`src/rtl/sdram_pwr_pkg.sv`:
```
package sdram_pwr_pkg;

    typedef enum logic [2:0] {
        CMD_INHIBIT = 3'd0,
        CMD_NOP     = 3'd1,
        CMD_AREF    = 3'd2,
        CMD_BST     = 3'd3,
        CMD_OTHER   = 3'd4
    } cmd_e;

    typedef enum logic [2:0] {
        PS_NORMAL = 3'd0,
        PS_PDOWN  = 3'd1,
        PS_SREF   = 3'd2,
        PS_SREXIT = 3'd3,
        PS_SUSP   = 3'd4,
        PS_DEEP   = 3'd5,
        PS_UNINIT = 3'd6
    } pstate_e;

    typedef struct packed {
        logic quiet;
        logic nop;
        logic aref;
        logic bst;
    } cmd_class_t;

    typedef struct packed {
        pstate_e st;
        logic    cke;
        logic    ill;
    } trk_t;

endpackage

```
`src/rtl/sdram_pwr_cmd_class.sv`:
```
module sdram_pwr_cmd_class
    import sdram_pwr_pkg::*;
(
    input  logic [2:0] cmd_i,
    output cmd_class_t cls_o
);
    always_comb begin
        cls_o = '0;
        case (cmd_i)
            3'(CMD_INHIBIT): cls_o.quiet = 1'b1;
            3'(CMD_NOP): begin
                cls_o.quiet = 1'b1;
                cls_o.nop   = 1'b1;
            end
            3'(CMD_AREF):    cls_o.aref = 1'b1;
            3'(CMD_BST):     cls_o.bst  = 1'b1;
            default:         cls_o = '0;
        endcase
    end
endmodule

```
`src/rtl/sdram_pwr_entry_sel.sv`:
```
module sdram_pwr_entry_sel
    import sdram_pwr_pkg::*;
(
    input  cmd_class_t cls_i,
    input  logic       banks_idle_i,
    input  logic       access_active_i,
    output pstate_e    target_o,
    output logic       ok_o
);
    always_comb begin
        target_o = PS_NORMAL;
        ok_o     = 1'b0;
        if (access_active_i) begin
            target_o = PS_SUSP;
            ok_o     = 1'b1;
        end else if (banks_idle_i) begin
            if (cls_i.quiet) begin
                target_o = PS_PDOWN;
                ok_o     = 1'b1;
            end else if (cls_i.aref) begin
                target_o = PS_SREF;
                ok_o     = 1'b1;
            end else if (cls_i.bst) begin
                target_o = PS_DEEP;
                ok_o     = 1'b1;
            end
        end
    end
endmodule

```
`src/rtl/sdram_pwr_xsr_timer.sv`:
```
module sdram_pwr_xsr_timer #(
    parameter int XSR_CYCLES = 6,
    parameter int MIN_NOPS   = 2
) (
    input  logic clk_i,
    input  logic rst_ni,
    input  logic load_i,
    input  logic run_i,
    input  logic nop_i,
    output logic done_o
);
    localparam int CW = $clog2(XSR_CYCLES + 1);
    localparam int NW = $clog2(MIN_NOPS + 1);
    localparam logic [CW-1:0] CNT_LOAD = CW'(XSR_CYCLES);
    localparam logic [NW-1:0] NOP_MAX  = NW'(MIN_NOPS);

    logic [CW-1:0] cnt_d, cnt_q;
    logic [NW-1:0] nop_d, nop_q;

    always_comb begin
        cnt_d = cnt_q;
        nop_d = nop_q;
        if (load_i) begin
            cnt_d = CNT_LOAD;
            nop_d = '0;
        end else if (run_i) begin
            if (cnt_q != '0) cnt_d = cnt_q - 1'b1;
            if (nop_i && nop_q < NOP_MAX) nop_d = nop_q + 1'b1;
        end
    end

    always_ff @(posedge clk_i) begin
        if (!rst_ni) begin
            cnt_q <= '0;
            nop_q <= '0;
        end else begin
            cnt_q <= cnt_d;
            nop_q <= nop_d;
        end
    end

    assign done_o = (cnt_q == '0) && (nop_q >= NOP_MAX);
endmodule

```
`src/rtl/sdram_pwr_tracker.sv`:
```
module sdram_pwr_tracker
    import sdram_pwr_pkg::*;
#(
    parameter int XSR_CYCLES = 6,
    parameter int MIN_NOPS   = 2
) (
    input  logic       clk_i,
    input  logic       rst_ni,
    input  logic       cke_i,
    input  logic [2:0] cmd_i,
    input  logic       banks_idle_i,
    input  logic       access_active_i,
    input  logic       init_done_i,
    output logic [2:0] pwr_state_o,
    output logic       cmd_accept_o,
    output logic       illegal_o
);
    cmd_class_t cls;
    pstate_e    ent_st;
    logic       ent_ok;
    logic       xsr_load;
    logic       xsr_done;
    logic       bad;
    trk_t       trk_d, trk_q;

    sdram_pwr_cmd_class u_cls (
        .cmd_i (cmd_i),
        .cls_o (cls)
    );

    sdram_pwr_entry_sel u_ent (
        .cls_i           (cls),
        .banks_idle_i    (banks_idle_i),
        .access_active_i (access_active_i),
        .target_o        (ent_st),
        .ok_o            (ent_ok)
    );

    sdram_pwr_xsr_timer #(
        .XSR_CYCLES (XSR_CYCLES),
        .MIN_NOPS   (MIN_NOPS)
    ) u_xsr (
        .clk_i  (clk_i),
        .rst_ni (rst_ni),
        .load_i (xsr_load),
        .run_i  (trk_q.st == PS_SREXIT),
        .nop_i  (cls.nop),
        .done_o (xsr_done)
    );

    always_comb begin
        trk_d     = trk_q;
        trk_d.cke = cke_i;
        xsr_load  = 1'b0;
        bad       = 1'b0;
        case (trk_q.st)
            PS_NORMAL: begin
                if (!cke_i) begin
                    if (trk_q.cke && ent_ok) trk_d.st = ent_st;
                    else                     bad = 1'b1;
                end
            end
            PS_PDOWN: begin
                if (cke_i) begin
                    if (cls.quiet) trk_d.st = PS_NORMAL;
                    else           bad = 1'b1;
                end
            end
            PS_SREF: begin
                if (cke_i) begin
                    if (cls.quiet) begin
                        trk_d.st = PS_SREXIT;
                        xsr_load = 1'b1;
                    end else begin
                        bad = 1'b1;
                    end
                end
            end
            PS_SREXIT: begin
                if (!cke_i || !cls.quiet) bad = 1'b1;
                else if (xsr_done)        trk_d.st = PS_NORMAL;
            end
            PS_SUSP: begin
                if (cke_i) trk_d.st = PS_NORMAL;
            end
            PS_DEEP: begin
                if (cke_i) begin
                    if (cls.quiet) trk_d.st = PS_UNINIT;
                    else           bad = 1'b1;
                end
            end
            PS_UNINIT: begin
                if (!cls.quiet)               bad = 1'b1;
                else if (init_done_i && cke_i) trk_d.st = PS_NORMAL;
            end
            default: begin
                trk_d.st = PS_NORMAL;
                bad      = 1'b1;
            end
        endcase
        trk_d.ill = trk_q.ill | bad;
    end

    always_ff @(posedge clk_i) begin
        if (!rst_ni) begin
            trk_q.st  <= PS_NORMAL;
            trk_q.cke <= 1'b1;
            trk_q.ill <= 1'b0;
        end else begin
            trk_q <= trk_d;
        end
    end

    assign pwr_state_o  = trk_q.st;
    assign cmd_accept_o = (trk_q.st == PS_NORMAL);
    assign illegal_o    = trk_q.ill;
endmodule

```
`config.mk`:
```
export PLATFORM = sky130hd
export DESIGN_NAME = sdram_pwr_tracker
export DESIGN_NICKNAME = d
export VERILOG_FILES = /design/src/rtl/sdram_pwr_pkg.sv /design/src/rtl/sdram_pwr_cmd_class.sv /design/src/rtl/sdram_pwr_entry_sel.sv /design/src/rtl/sdram_pwr_xsr_timer.sv /design/src/rtl/sdram_pwr_tracker.sv
export SDC_FILE = /design/constraint.sdc
export NUM_CORES = 1
export LEC_CHECK = 0
export ABC_CLOCK_PERIOD_IN_PS = 4100
export CAP_MARGIN = 15
export CELL_PAD_IN_SITES_DETAIL_PLACEMENT = 0
export CELL_PAD_IN_SITES_GLOBAL_PLACEMENT = 1
export CORE_UTILIZATION = 39
export CTS_CLUSTER_DIAMETER = 60
export DETAILED_ROUTE_END_ITERATION = 10
export PLACE_DENSITY_LB_ADDON = 0.1
export SYNTH_ARGS = -nofsm -noshare
export SYNTH_HDL_FRONTEND = slang
export SYNTH_SLANG_ARGS = --single-unit
```
`constraint.sdc`:
```
create_clock -name clk_i -period 4.1 [get_ports clk_i]
set_input_delay 0.82 -clock clk_i [delete_from_list [all_inputs] [get_ports clk_i]]
set_output_delay 0.82 -clock clk_i [all_outputs]
set_load 0.1 [all_outputs]
```
==> metrics.yaml <==
status: "complete, no violations"
ir_drop_mv: 0.6247
cts_buffer_depth: 2
path_cells: "nor3_2 > clkdlybuf4s50_1"
dpl_cell_area_um2: 815.8
max_stage_delay_ns: 1.18
critPathArrivalTime_ns: 2.23
syn_inst: 83
dieArea_um2: 1970
power.share.switching_pct: 53.96
grt_antenna_before_repair: 0
hold_buffers: 0
start_util_pct: 43.96
grt_max_degree: 13
drive_gt1_share_pct: 17.89
gp_congestion: 0.7206
die_y_um: 44.39
tritoncts: "built"
post_cts_buffers: 0
via_per_inst: 5.193
num_vias: 618
htree_levels: 1
period_minus_slack_ns: 3.054
clock_sinks: 10
synth.distinct_cells: 39
slew_headroom_pct: 35.77
critical_path.slowest_cell: "clkdlybuf4s50_1"
overflow: 0
cts_buffers: 3
rrSetupSlack_ns: 2.56
avgSynthCellArea_um2: 8.442
p_leak_uw: 0.0003023
nFillCells: 161
hold_viol: 0
ctsResizeCount: 0
fin_nets: 106
die_w_um: 44.39
coreArea_um2: 1594
power_frac_seq_pct: 24.3
rsz0062_at_grt: "no"
n_antenna_cell: 0
final_cell_mix: "clkdlybuf4s50_1, nand2_1, dfxtp_1, nor2_1, a21oi_1"
synthesis.nets: 93
grt_pass1_vias: 552
postLayoutCoreUtil_pct: 53.45
crit_family: "buffers and inverters"
crit_required_ns: 3.28
finalInstanceArea_um2: 852.1
row_count: 14
worstMarginPinSlew_ns: 0.9604
intPower_uw: 283.0
maxSlewViolCount: 0
synth_area_um2: 700.7
drcViolationCount: 0
setup_violations: 0
critPathKind: "flop to primary output"
combPwrFrac_pct: 60.6
cp-end-kind: "primary output"
holdCritPathClass: "flop to flop"
io_buffers: 13
ant_nets: 0
critPathMaxFanout: 12
worst-path-buf-inv: 1
path_clk_slew_ns: 0.07
grt_usage_pct: 17.97
start_kind: "flop"
root_buffer: "clkbuf_4"
drt_pre_antenna_iters: 3
pwr-share-clk_pct: 15.1
synth_seq_cells: 10
power_per_cell_area_nw_per_um2: 721.5
wl_per_cell_um: 11.87
area_delta_synth_final_pct: 21.61
yosysSeqAreaShare_pct: 28.57
clk_latency_ns: 0.27
dr.first_iter.drc_count: 9
drt_wl_total_um: 1412
finClkSkew_ns: 0.001590
maxCapViolCount: 0
max_freq_mhz: 327.4
fin_setup_tns_ns: 0
yosys_warnings: 0
grt_pass1_wl_um: 2504
final_common_cell: "clkdlybuf4s50_1"
post-dp-hpwl_um: 1064
num_io_pins: 14
p_switching_uw: 331.7
fin_crit_sh_pct: 74.49
==> power by group through the flow <==
stage | logic (uW) | clock network (uW) | registers [uW]
floorplan | 320 | 0 | 156
global placement | 372 | 0 | 152
detailed placement | 373 | 0 | 153
CTS | 374 | 95.3 | 150
global route | 393 | 98.4 | 157
finish | 372 | 92.9 | 150
==> final timing paths <==
check	endpoint	cells past startpoint	from
setup / recovery	cmd_accept_o	2	pwr_state_o[1]$_SDFFE_PN0P_
hold / removal	u_xsr.cnt_q[2]$_SDFFE_PN0P_	2	u_xsr.cnt_q[2]$_SDFFE_PN0P_
hold reg to reg	u_xsr.cnt_q[2]$_SDFFE_PN0P_	2	u_xsr.cnt_q[2]$_SDFFE_PN0P_
setup reg to reg	pwr_state_o[2]$_SDFFE_PN0P_	4	pwr_state_o[1]$_SDFFE_PN0P_
==> metrics by stage <==
| stage | total power, uW | setup slack, ns | cells | hold WS, ns |
|---|---|---|---|---|
| finish | 614.8 | 1.046 | 119 | 0.5149 |
| global route | 648.3 | 0.9567 | 119 | 0.5565 |
| CTS | 619.4 | 1.033 | 119 | 0.5143 |
| detailed placement | 525.5 | 1.348 | 115 | 0.5020 |
| global placement | 523.9 | 1.349 | 115 | 0.4987 |
| floorplan | 476.1 | 1.507 | 83 | 0.4799 |
==> tightest hold or removal path, cell delays in order, from the launching register on <==
cell	delay [ns]
dfxtp_1	0.34
o31ai_1	0.07
a21oi_1	0.06
==> per-layer routing <==
metal | up-vias | GRT usage, % | wire, um
met5 | - | 0 | 0
li1 | 319 | - | -
met4 | 0 | 12.73 | 29
met1 | 282 | 24.50 | 721
met3 | 4 | 2.449 | 48
met2 | 13 | 25.88 | 614
==> synthesized netlist by cell type <==
master | number | area share (%)
dfxtp_1 | 10 | 29
buf_4 | 3 | 3.2
a21o_2 | 1 | 1.3
and3_1 | 1 | 0.89
a211o_1 | 1 | 1.3
and2_2 | 1 | 1.1
o221ai_1 | 1 | 1.3
or4_4 | 1 | 1.6
o21ai_0 | 5 | 3.6
nand2_1 | 11 | 5.9
or3_1 | 1 | 0.89
nand4b_4 | 1 | 3.4
a21oi_1 | 6 | 4.3
or4b_1 | 1 | 1.4
o211ai_1 | 1 | 1.1
ha_1 | 1 | 1.8
buf_6 | 2 | 3.2
inv_2 | 1 | 0.54
nand2_2 | 1 | 0.89
o31ai_1 | 1 | 1.1
o21ai_1 | 2 | 1.4
nor3_2 | 1 | 1.4
a31oi_1 | 1 | 0.89
nor3_1 | 2 | 1.4
o211ai_2 | 1 | 1.8
nor2_1 | 7 | 3.8
xnor2_1 | 1 | 1.3
nand3_4 | 1 | 2.5
o22a_1 | 1 | 1.3
nand3b_1 | 1 | 1.1
nand2b_1 | 1 | 0.89
nand3_2 | 1 | 1.4
mux2i_1 | 2 | 2.9
inv_1 | 4 | 2.1
or3_4 | 1 | 1.6
o311a_1 | 1 | 1.4
nor2_4 | 1 | 1.6
nor2b_1 | 2 | 1.8
o41ai_2 | 1 | 2.3
==> registers in the layout, indices dropped and copies added, names as in the netlist <==
| name | count |
|---|---|
| u_xsr.cnt_q | 3 |
| u_xsr.nop_q | 2 |
| trk_q | 1 |
| pwr_state_o | 3 |
| illegal_o | 1 |
==> layout make-up <==
type | count | area, um^2 | area share (%)
Multi-Input combinational cell | 63 | 436.7 | 51.25
Sequential cell | 10 | 200.2 | 23.49
Timing Repair Buffer | 13 | 130.1 | 15.27
Clock buffer | 4 | 36.28 | 4.258
Tap cell | 24 | 30.03 | 3.524
Inverter | 5 | 18.77 | 2.203
==> logic make-up after synthesis <==
logic type	after synthesis	synth area share (%)
AOI/OAI and AO/OA	23	22.86
xor gates and xnor gates	1	1.250
adders and majority gates	1	1.785
buffers and inverters	10	9.106
DFF	10	28.57
muxes	2	2.857
and+or+nand+nor	36	33.57
(Power assumes the default switching activity.)
